--- config.mk ---
export PLATFORM = sky130hd
export DESIGN_NAME = evt_ctr
export DESIGN_NICKNAME = d
export VERILOG_FILES = /design/src/rtl/evt_ctr.sv
export SDC_FILE = /design/constraint.sdc
export NUM_CORES = 1
export LEC_CHECK = 0
export BUFFER_PORTS_ARGS = -buffer_cell sky130_fd_sc_hd__buf_2
export CORE_ASPECT_RATIO = 2
export CORE_MARGIN = 8
export CORE_UTILIZATION = 47
export CTS_BUF_LIST = sky130_fd_sc_hd__clkbuf_4
export CTS_CLUSTER_SIZE = 8
export DETAILED_ROUTE_END_ITERATION = 10
export PLACE_DENSITY = 0.78
export SYNTH_ARGS = -nofsm -noshare
export SYNTH_HDL_FRONTEND = slang
export SYNTH_SLANG_ARGS = --single-unit
--- constraint.sdc ---
create_clock -name clk -period 2.6 [get_ports clk]
set_input_delay 0.13 -clock clk [delete_from_list [all_inputs] [get_ports clk]]
set_output_delay 0.13 -clock clk [all_outputs]
set_load 0.02 [all_outputs]
--- src/rtl/evt_ctr.sv ---
module evt_ctr #(
  parameter int CNT_W    = 16,
  parameter int TICK_DIV = 64
) (
  input  logic             clk,
  input  logic             rst_n,
  input  logic [1:0]       cfg_src,
  input  logic             cfg_slow,
  input  logic             cfg_fast,
  input  logic             cfg_ovf_mask,
  input  logic             cfg_irq_en,
  input  logic             ld_valid,
  input  logic [CNT_W-1:0] ld_value,
  input  logic             irq_clr,
  input  logic             ev_err,
  input  logic             ev_trig1,
  input  logic             ev_trig2,
  input  logic             ev_tx,
  input  logic             ev_own_rx,
  input  logic             ev_net_rx,
  output logic [CNT_W-1:0] count,
  output logic             irq
);
  localparam int PW = (TICK_DIV > 1) ? $clog2(TICK_DIV) : 1;
  localparam logic [PW-1:0] PLAST = PW'(TICK_DIV - 1);

  logic [CNT_W-1:0] count_q;
  logic [3:0]       cfg_now, cfg_q;
  logic [PW-1:0]    pre_q;
  logic             run_q, done_q, irq_q;
  logic             chg, tick, is_slow, is_field, is_transit;
  logic             start, stop, slow_clr, ovf;
  logic [1:0]       inc;
  logic [CNT_W:0]   sum;

  assign cfg_now    = {cfg_fast, cfg_slow, cfg_src};
  assign chg        = cfg_now != cfg_q;
  assign tick       = pre_q == PLAST;
  assign is_slow    = !cfg_fast && cfg_slow;
  assign is_field   = !cfg_fast && !cfg_slow;
  assign is_transit = is_field && cfg_src == 2'b10;
  assign start      = is_transit && !run_q && !done_q && ev_tx && !chg;
  assign stop       = run_q && ev_own_rx;
  assign slow_clr   = is_slow && ev_trig2;

  always_comb begin
    inc = 2'd0;
    if (cfg_fast)     inc = 2'd1;
    else if (is_slow) inc = {1'b0, tick && !chg};
    else begin
      case (cfg_src)
        2'b00: inc = {1'b0, ev_err};
        2'b01: inc = {1'b0, ev_trig1} + {1'b0, ev_trig2};
        2'b10: inc = {1'b0, run_q && !stop && !chg};
        default: inc = {1'b0, ev_net_rx};
      endcase
    end
  end

  assign sum = {1'b0, count_q} + {{(CNT_W-1){1'b0}}, inc};
  assign ovf = sum[CNT_W] && !ld_valid && !slow_clr;

  always_ff @(posedge clk) begin
    if (!rst_n) begin
      count_q <= '0;
      cfg_q   <= '0;
      pre_q   <= '0;
      run_q   <= 1'b0;
      done_q  <= 1'b0;
      irq_q   <= 1'b0;
    end else begin
      cfg_q <= cfg_now;
      if (ld_valid)      count_q <= ld_value;
      else if (slow_clr) count_q <= '0;
      else               count_q <= sum[CNT_W-1:0];
      if (chg || slow_clr || tick) pre_q <= '0;
      else                         pre_q <= pre_q + 1'b1;
      if (chg || ld_valid) begin
        run_q  <= 1'b0;
        done_q <= 1'b0;
      end else if (start) begin
        run_q  <= 1'b1;
      end else if (stop) begin
        run_q  <= 1'b0;
        done_q <= 1'b1;
      end
      if (ovf && cfg_ovf_mask && cfg_irq_en) irq_q <= 1'b1;
      else if (irq_clr)                      irq_q <= 1'b0;
    end
  end

  assign count = count_q;
  assign irq   = irq_q;

  AST_PRESET_LOAD: assert property (@(posedge clk) disable iff (!rst_n)
    ld_valid |=> count == $past(ld_value));
  AST_FAST_STEP: assert property (@(posedge clk) disable iff (!rst_n)
    (cfg_fast && !ld_valid) |=> count == $past(count) + 1'b1);
  AST_ERR_HOLD: assert property (@(posedge clk) disable iff (!rst_n)
    (is_field && cfg_src == 2'b00 && !ev_err && !ld_valid) |=> $stable(count));
  AST_IRQ_GATED: assert property (@(posedge clk) disable iff (!rst_n)
    $rose(irq) |-> $past(cfg_ovf_mask && cfg_irq_en));
  AST_IRQ_STICKY: assert property (@(posedge clk) disable iff (!rst_n)
    (irq && !irq_clr) |=> irq);
  AST_SLOW_CLEAR: assert property (@(posedge clk) disable iff (!rst_n)
    (is_slow && ev_trig2 && !ld_valid) |=> count == '0);
endmodule

==> flow_summary.html <==
<table>
<tr><th>Metric</th><th>Value</th></tr>
<tr><th colspan="2">Worst setup path</th></tr>
<tr><td>Worst setup path start</td><td>cfg_q[1]$_SDFF_PN0_</td></tr>
<tr><td>Crit-path cells</td><td>xor2_2 -&gt; nor4_4 -&gt; nand4_1 -&gt; a32oi_1 -&gt; ha_2 -&gt; fa_2 -&gt; nand4_1 -&gt; buf_6 -&gt; nor4_4 -&gt; xnor2_1 -&gt; o21ai_1</td></tr>
<tr><td>Delay of the slowest cell on the worst path</td><td>0.35 ns</td></tr>
<tr><td>Worst r2r path cells</td><td>11</td></tr>
<tr><td>R2r setup slk</td><td>~0.089 ns</td></tr>
<tr><td>R2R Path Start</td><td>cfg_q[1]$_SDFF_PN0_</td></tr>
<tr><td>Critical Path End Type</td><td>register</td></tr>
<tr><td>Cell at the slowest stage of the critical path</td><td>sky130_fd_sc_hd__nor4_4</td></tr>
<tr><td>Worst flop-to-flop path endpoint</td><td>count[12]$_SDFF_PN0_</td></tr>
<tr><td>Critical path destination</td><td>count[12]$_SDFF_PN0_</td></tr>
<tr><td>Critical path launch point type</td><td>register</td></tr>
<tr><td>Critical Path AT</td><td>2.74 ns</td></tr>
<tr><td>CP top delay family</td><td>simple AND/OR/NAND/NOR gates</td></tr>
<tr><td>WP depth</td><td>11</td></tr>
<tr><td>Largest fanout on the critical path</td><td>3</td></tr>
<tr><td>CP Class</td><td>reg -&gt; reg</td></tr>
<tr><td>Buffers &amp; Inverters on Critical Path</td><td>1</td></tr>
<tr><td>Required time of the critical path</td><td>about 2.8 ns</td></tr>
<tr><th colspan="2">Detailed routing</th></tr>
<tr><td>DRC violation count after routing</td><td>0</td></tr>
<tr><td>Wirelength, routed</td><td>4.05 mm</td></tr>
<tr><td>Detailed-router iteration count before antenna repair</td><td>4</td></tr>
<tr><td>Routed Antenna Nets</td><td>0</td></tr>
<tr><td>Detailed Route Iter0 Violations</td><td>26</td></tr>
<tr><td>Highest routing layer actually used</td><td>met4</td></tr>
<tr><td>WL per Instance</td><td>about 15 um</td></tr>
<tr><td>Detailed-routed wire length on met2</td><td>around 2.1 mm</td></tr>
<tr><td>WL met1</td><td>1.53 mm</td></tr>
<tr><td>Via Count</td><td>1506</td></tr>
<tr><td>Vias/cell</td><td>between 5 and 6</td></tr>
<tr><td>Met3 WL</td><td>267 um</td></tr>
<tr><th colspan="2">Power</th></tr>
<tr><td>Cell area power density</td><td>between 400 and 500 nW/um^2</td></tr>
<tr><td>Maximum ir drop on the vdd rail</td><td>436 uV</td></tr>
<tr><td>P_leak</td><td>approximately 0.85 nW</td></tr>
<tr><th colspan="2">Clocking</th></tr>
<tr><td>Cts bufs inserted</td><td>5</td></tr>
<tr><td>H-Tree Level Count</td><td>2</td></tr>
<tr><td>Clock slew seen by the registers of the worst setup and hold paths</td><td>0.10 ns</td></tr>
<tr><td>Clock tree from TritonCTS</td><td>built</td></tr>
<tr><td>Insertion delay of the later-clocked pin in the worst-skew pair</td><td>around 0.34 ns</td></tr>
<tr><td>Buffer type at the clock tree root</td><td>sky130_fd_sc_hd__clkbuf_4</td></tr>
<tr><td>Total number of clock tree sinks</td><td>29</td></tr>
<tr><td>Maximum root-to-sink buffer count</td><td>2</td></tr>
<tr><th colspan="2">Placed design</th></tr>
<tr><td>Weighted congestion at the end of routability-driven global placement</td><td>about 0.83</td></tr>
<tr><td>PortBufs</td><td>48</td></tr>
<tr><td>Pre-CTS setup slack</td><td>-0.109 ns</td></tr>
<tr><td>Hpwl dp</td><td>between 3 and 4 mm</td></tr>
<tr><th colspan="2">STA</th></tr>
<tr><td>Total negative setup slack</td><td>0 ns</td></tr>
<tr><td>Final Slew Violations</td><td>0</td></tr>
<tr><td>Final count of negative-setup-slack endpoints</td><td>0</td></tr>
<tr><td>Number of failing hold endpoints at the final stage</td><td>0</td></tr>
<tr><td>Post-route minimum period</td><td>approximately 2.5 ns</td></tr>
<tr><td>Actual slew at the worst max-slew pin</td><td>roughly 0.57 ns</td></tr>
<tr><td>Maximum clock frequency</td><td>0.398 GHz</td></tr>
<tr><td>Worst slew margin</td><td>between 60% and 70%</td></tr>
<tr><td>Final period util</td><td>96.6%</td></tr>
<tr><td>Final WS setup</td><td>0.0888 ns</td></tr>
<tr><td>Unrepaired setup endpoints after global routing</td><td>yes</td></tr>
<tr><td>Worst clock skew on the final layout</td><td>about 0.017 ns</td></tr>
<tr><th colspan="2">Logic synthesis</th></tr>
<tr><td>Library cell with the largest summed area after synthesis</td><td>sky130_fd_sc_hd__dfxtp_1</td></tr>
<tr><td>Share of the yosys chip area belonging to registers</td><td>38.7%</td></tr>
<tr><td>Average size of a mapped cell</td><td>about 8.6 um^2</td></tr>
<tr><td>Count of unique library cells instantiated by Yosys</td><td>37</td></tr>
<tr><td>Number of synthesized flops with an enable pin</td><td>0</td></tr>
<tr><td>Total number of yosys warnings</td><td>0</td></tr>
<tr><td>Main synth FF type</td><td>sky130_fd_sc_hd__dfxtp_1</td></tr>
<tr><td>Syn Std Cell Area</td><td>about 1500 um^2</td></tr>
<tr><td>Top cell type's share of synthesized area</td><td>between 30% and 40%</td></tr>
<tr><td>Net count after synthesis</td><td>roughly 210</td></tr>
<tr><td>Gate Count Post-Synth</td><td>between 150 and 200</td></tr>
<tr><td>Largest cells by area after synthesis</td><td>sky130_fd_sc_hd__dfxtp_1, sky130_fd_sc_hd__xnor2_1, sky130_fd_sc_hd__nand2_1</td></tr>
<tr><td>Share of synthesized flip-flops with an asynchronous set or reset</td><td>0%</td></tr>
<tr><td>Flip-flop and latch count after synthesis</td><td>29</td></tr>
<tr><th colspan="2">Run</th></tr>
<tr><td>Number of max-cap violations</td><td>0</td></tr>
<tr><th colspan="2">Finish</th></tr>
<tr><td>Footprint of the multi-input gates</td><td>942 um^2</td></tr>
<tr><td>Count of nets after finishing</td><td>between 200 and 300</td></tr>
<tr><td>Area Overhead vs Synth</td><td>35.3%</td></tr>
<tr><td>Most common cell after layout, fill and taps aside</td><td>sky130_fd_sc_hd__buf_2</td></tr>
<tr><td>Final core occ</td><td>between 60% and 70%</td></tr>
<tr><td>Total area of sequential cells</td><td>582 um^2</td></tr>
<tr><td>Share of post-route cells with drive strength above 1</td><td>between 30% and 40%</td></tr>
<tr><td>Fill cell total of the finished layout</td><td>around 300</td></tr>
<tr><td>Commonest cells after routing, fill and taps aside</td><td>sky130_fd_sc_hd__buf_2, sky130_fd_sc_hd__dfxtp_1, sky130_fd_sc_hd__nand2_1</td></tr>
<tr><td>Count of antenna diodes in the layout</td><td>0</td></tr>
<tr><th colspan="2">Die</th></tr>
<tr><td>Die area</td><td>~5400 um^2</td></tr>
<tr><td>Horizontal extent of the die</td><td>56.0 um</td></tr>
<tr><td>Height of the die</td><td>95.9 um</td></tr>
<tr><td>Standard-cell rows</td><td>29</td></tr>
<tr><td>Core outline area</td><td>3120 um^2</td></tr>
<tr><td>Top-level port count</td><td>between 40 and 50</td></tr>
<tr><td>Starting density of the core</td><td>48.1%</td></tr>
<tr><th colspan="2">Outcome</th></tr>
<tr><td>Status</td><td>completed</td></tr>
<tr><th colspan="2">Min path</th></tr>
<tr><td>Class of the most critical hold timing path</td><td>in -&gt; reg</td></tr>
<tr><th colspan="2">GRT</th></tr>
<tr><td>Via count of the first global-routing pass</td><td>about 1500</td></tr>
<tr><td>Pin count of the biggest net entering global routing</td><td>15</td></tr>
<tr><td>Global-route usage over all layers</td><td>between 15 and 20%</td></tr>
<tr><td>Total gr overflow</td><td>0</td></tr>
<tr><td>First-pass GRT wire length</td><td>around 6.6 mm</td></tr>
<tr><td>Antenna violations before repair</td><td>0</td></tr>
</table>
-- cell type report --
type	instances	share of cell area, %
multi-input combinational	138	46.4
sequential	29	28.6
timing repair buffer	64	18.7
clock buffer	6	2.22
tap	31	1.91
clock inverter	2	1.66
inverter	3	0.554
-- power by group --
part / leakage [nW] / total, mW / internal, mW / switching (mW)
Combinational: 0.566 / 0.155 / 0.0738 / 0.0810
Clock: 0.0433 / 0.371 / 0.210 / 0.160
Sequential: 0.238 / 0.487 / 0.463 / 0.0236
Total: 0.848 / 1.01 / 0.748 / 0.265
-- cells in the mapped netlist (all sizes together), types with 4 or more instances --
cell   number
nand3      11
nor4        9
nand4       9
and2        7
ha          4
o21ai      11
xnor2      11
nor2b       6
a21oi       4
nor2       12
xor2        7
nand2      21
dfxtp      29
-- worst reg2reg max path, cell delays in order, from the launching register on --
cell and delay, ns:
sky130_fd_sc_hd__dfxtp_2 0.33, sky130_fd_sc_hd__xor2_2 0.15, sky130_fd_sc_hd__nor4_4 0.35, sky130_fd_sc_hd__nand4_1 0.15
sky130_fd_sc_hd__a32oi_1 0.23, sky130_fd_sc_hd__ha_2 0.23, sky130_fd_sc_hd__fa_2 0.21, sky130_fd_sc_hd__nand4_1 0.20
sky130_fd_sc_hd__buf_6 0.20, sky130_fd_sc_hd__nor4_4 0.14, sky130_fd_sc_hd__xnor2_1 0.15, sky130_fd_sc_hd__o21ai_1 0.07
-- worst min-delay path by stage --
stage	cells after the start	start	slack, ns	end
floorplan	2	ld_value[11]	0.24	count[11]$_SDFF_PN0_
CTS	2	ld_value[14]	0.006	count[14]$_SDFF_PN0_
finish	2	ld_value[14]	0.005	count[14]$_SDFF_PN0_
global placement	3	ld_value[9]	0.32	count[9]$_SDFF_PN0_
global route	2	ld_value[14]	0.003	count[14]$_SDFF_PN0_
detailed placement	3	ld_value[13]	0.33	count[13]$_SDFF_PN0_
-- cells by family after synthesis --
logic type                 after synthesis  share of synthesized area [%]
buffers and inverters                    8                           2.25
muxes                                    1                          0.750
adders and majority gates                5                           4.67
AOI/OAI and AO/OA                       23                           9.42
DFF                                     29                           38.7
and+or+nand+nor                         91                           33.8
xor gates and xnor gates                18                           10.5
-- repair_timing --
item,CTS,global route
hold endpoints to repair,6,0
gates resized for setup,3,12
hold buffers,6,0
pin swaps,0,13
setup endpoints to repair,2,8
setup buffers,0,1
-- per-layer routing --
layer / up-vias / track usage, %
li1: 756 / -
met1: 681 / 13.9
met2: 56 / 28.3
met3: 13 / 5.68
met4: 0 / 6.25
met5: - / 0
-- registers in the layout, summed over array words and instances (netlist names) --
name / flops
pre_q: 6
done_q: 1
count: 16
run_q: 1
cfg_q: 4
irq: 1
-- per-stage QoR --
step                      hold slack [ns]  std cells  area (um^2)  power, mW
after floorplan                     0.239        175         1500      0.574
after global placement              0.325        258         1830      0.637
after detailed placement            0.329        258         1830      0.640
after CTS                         0.00605        272         1980       1.01
after global routing              0.00255        273         2030       1.06
final                             0.00450        273         2030       1.01
(Power assumes the default switching activity.)
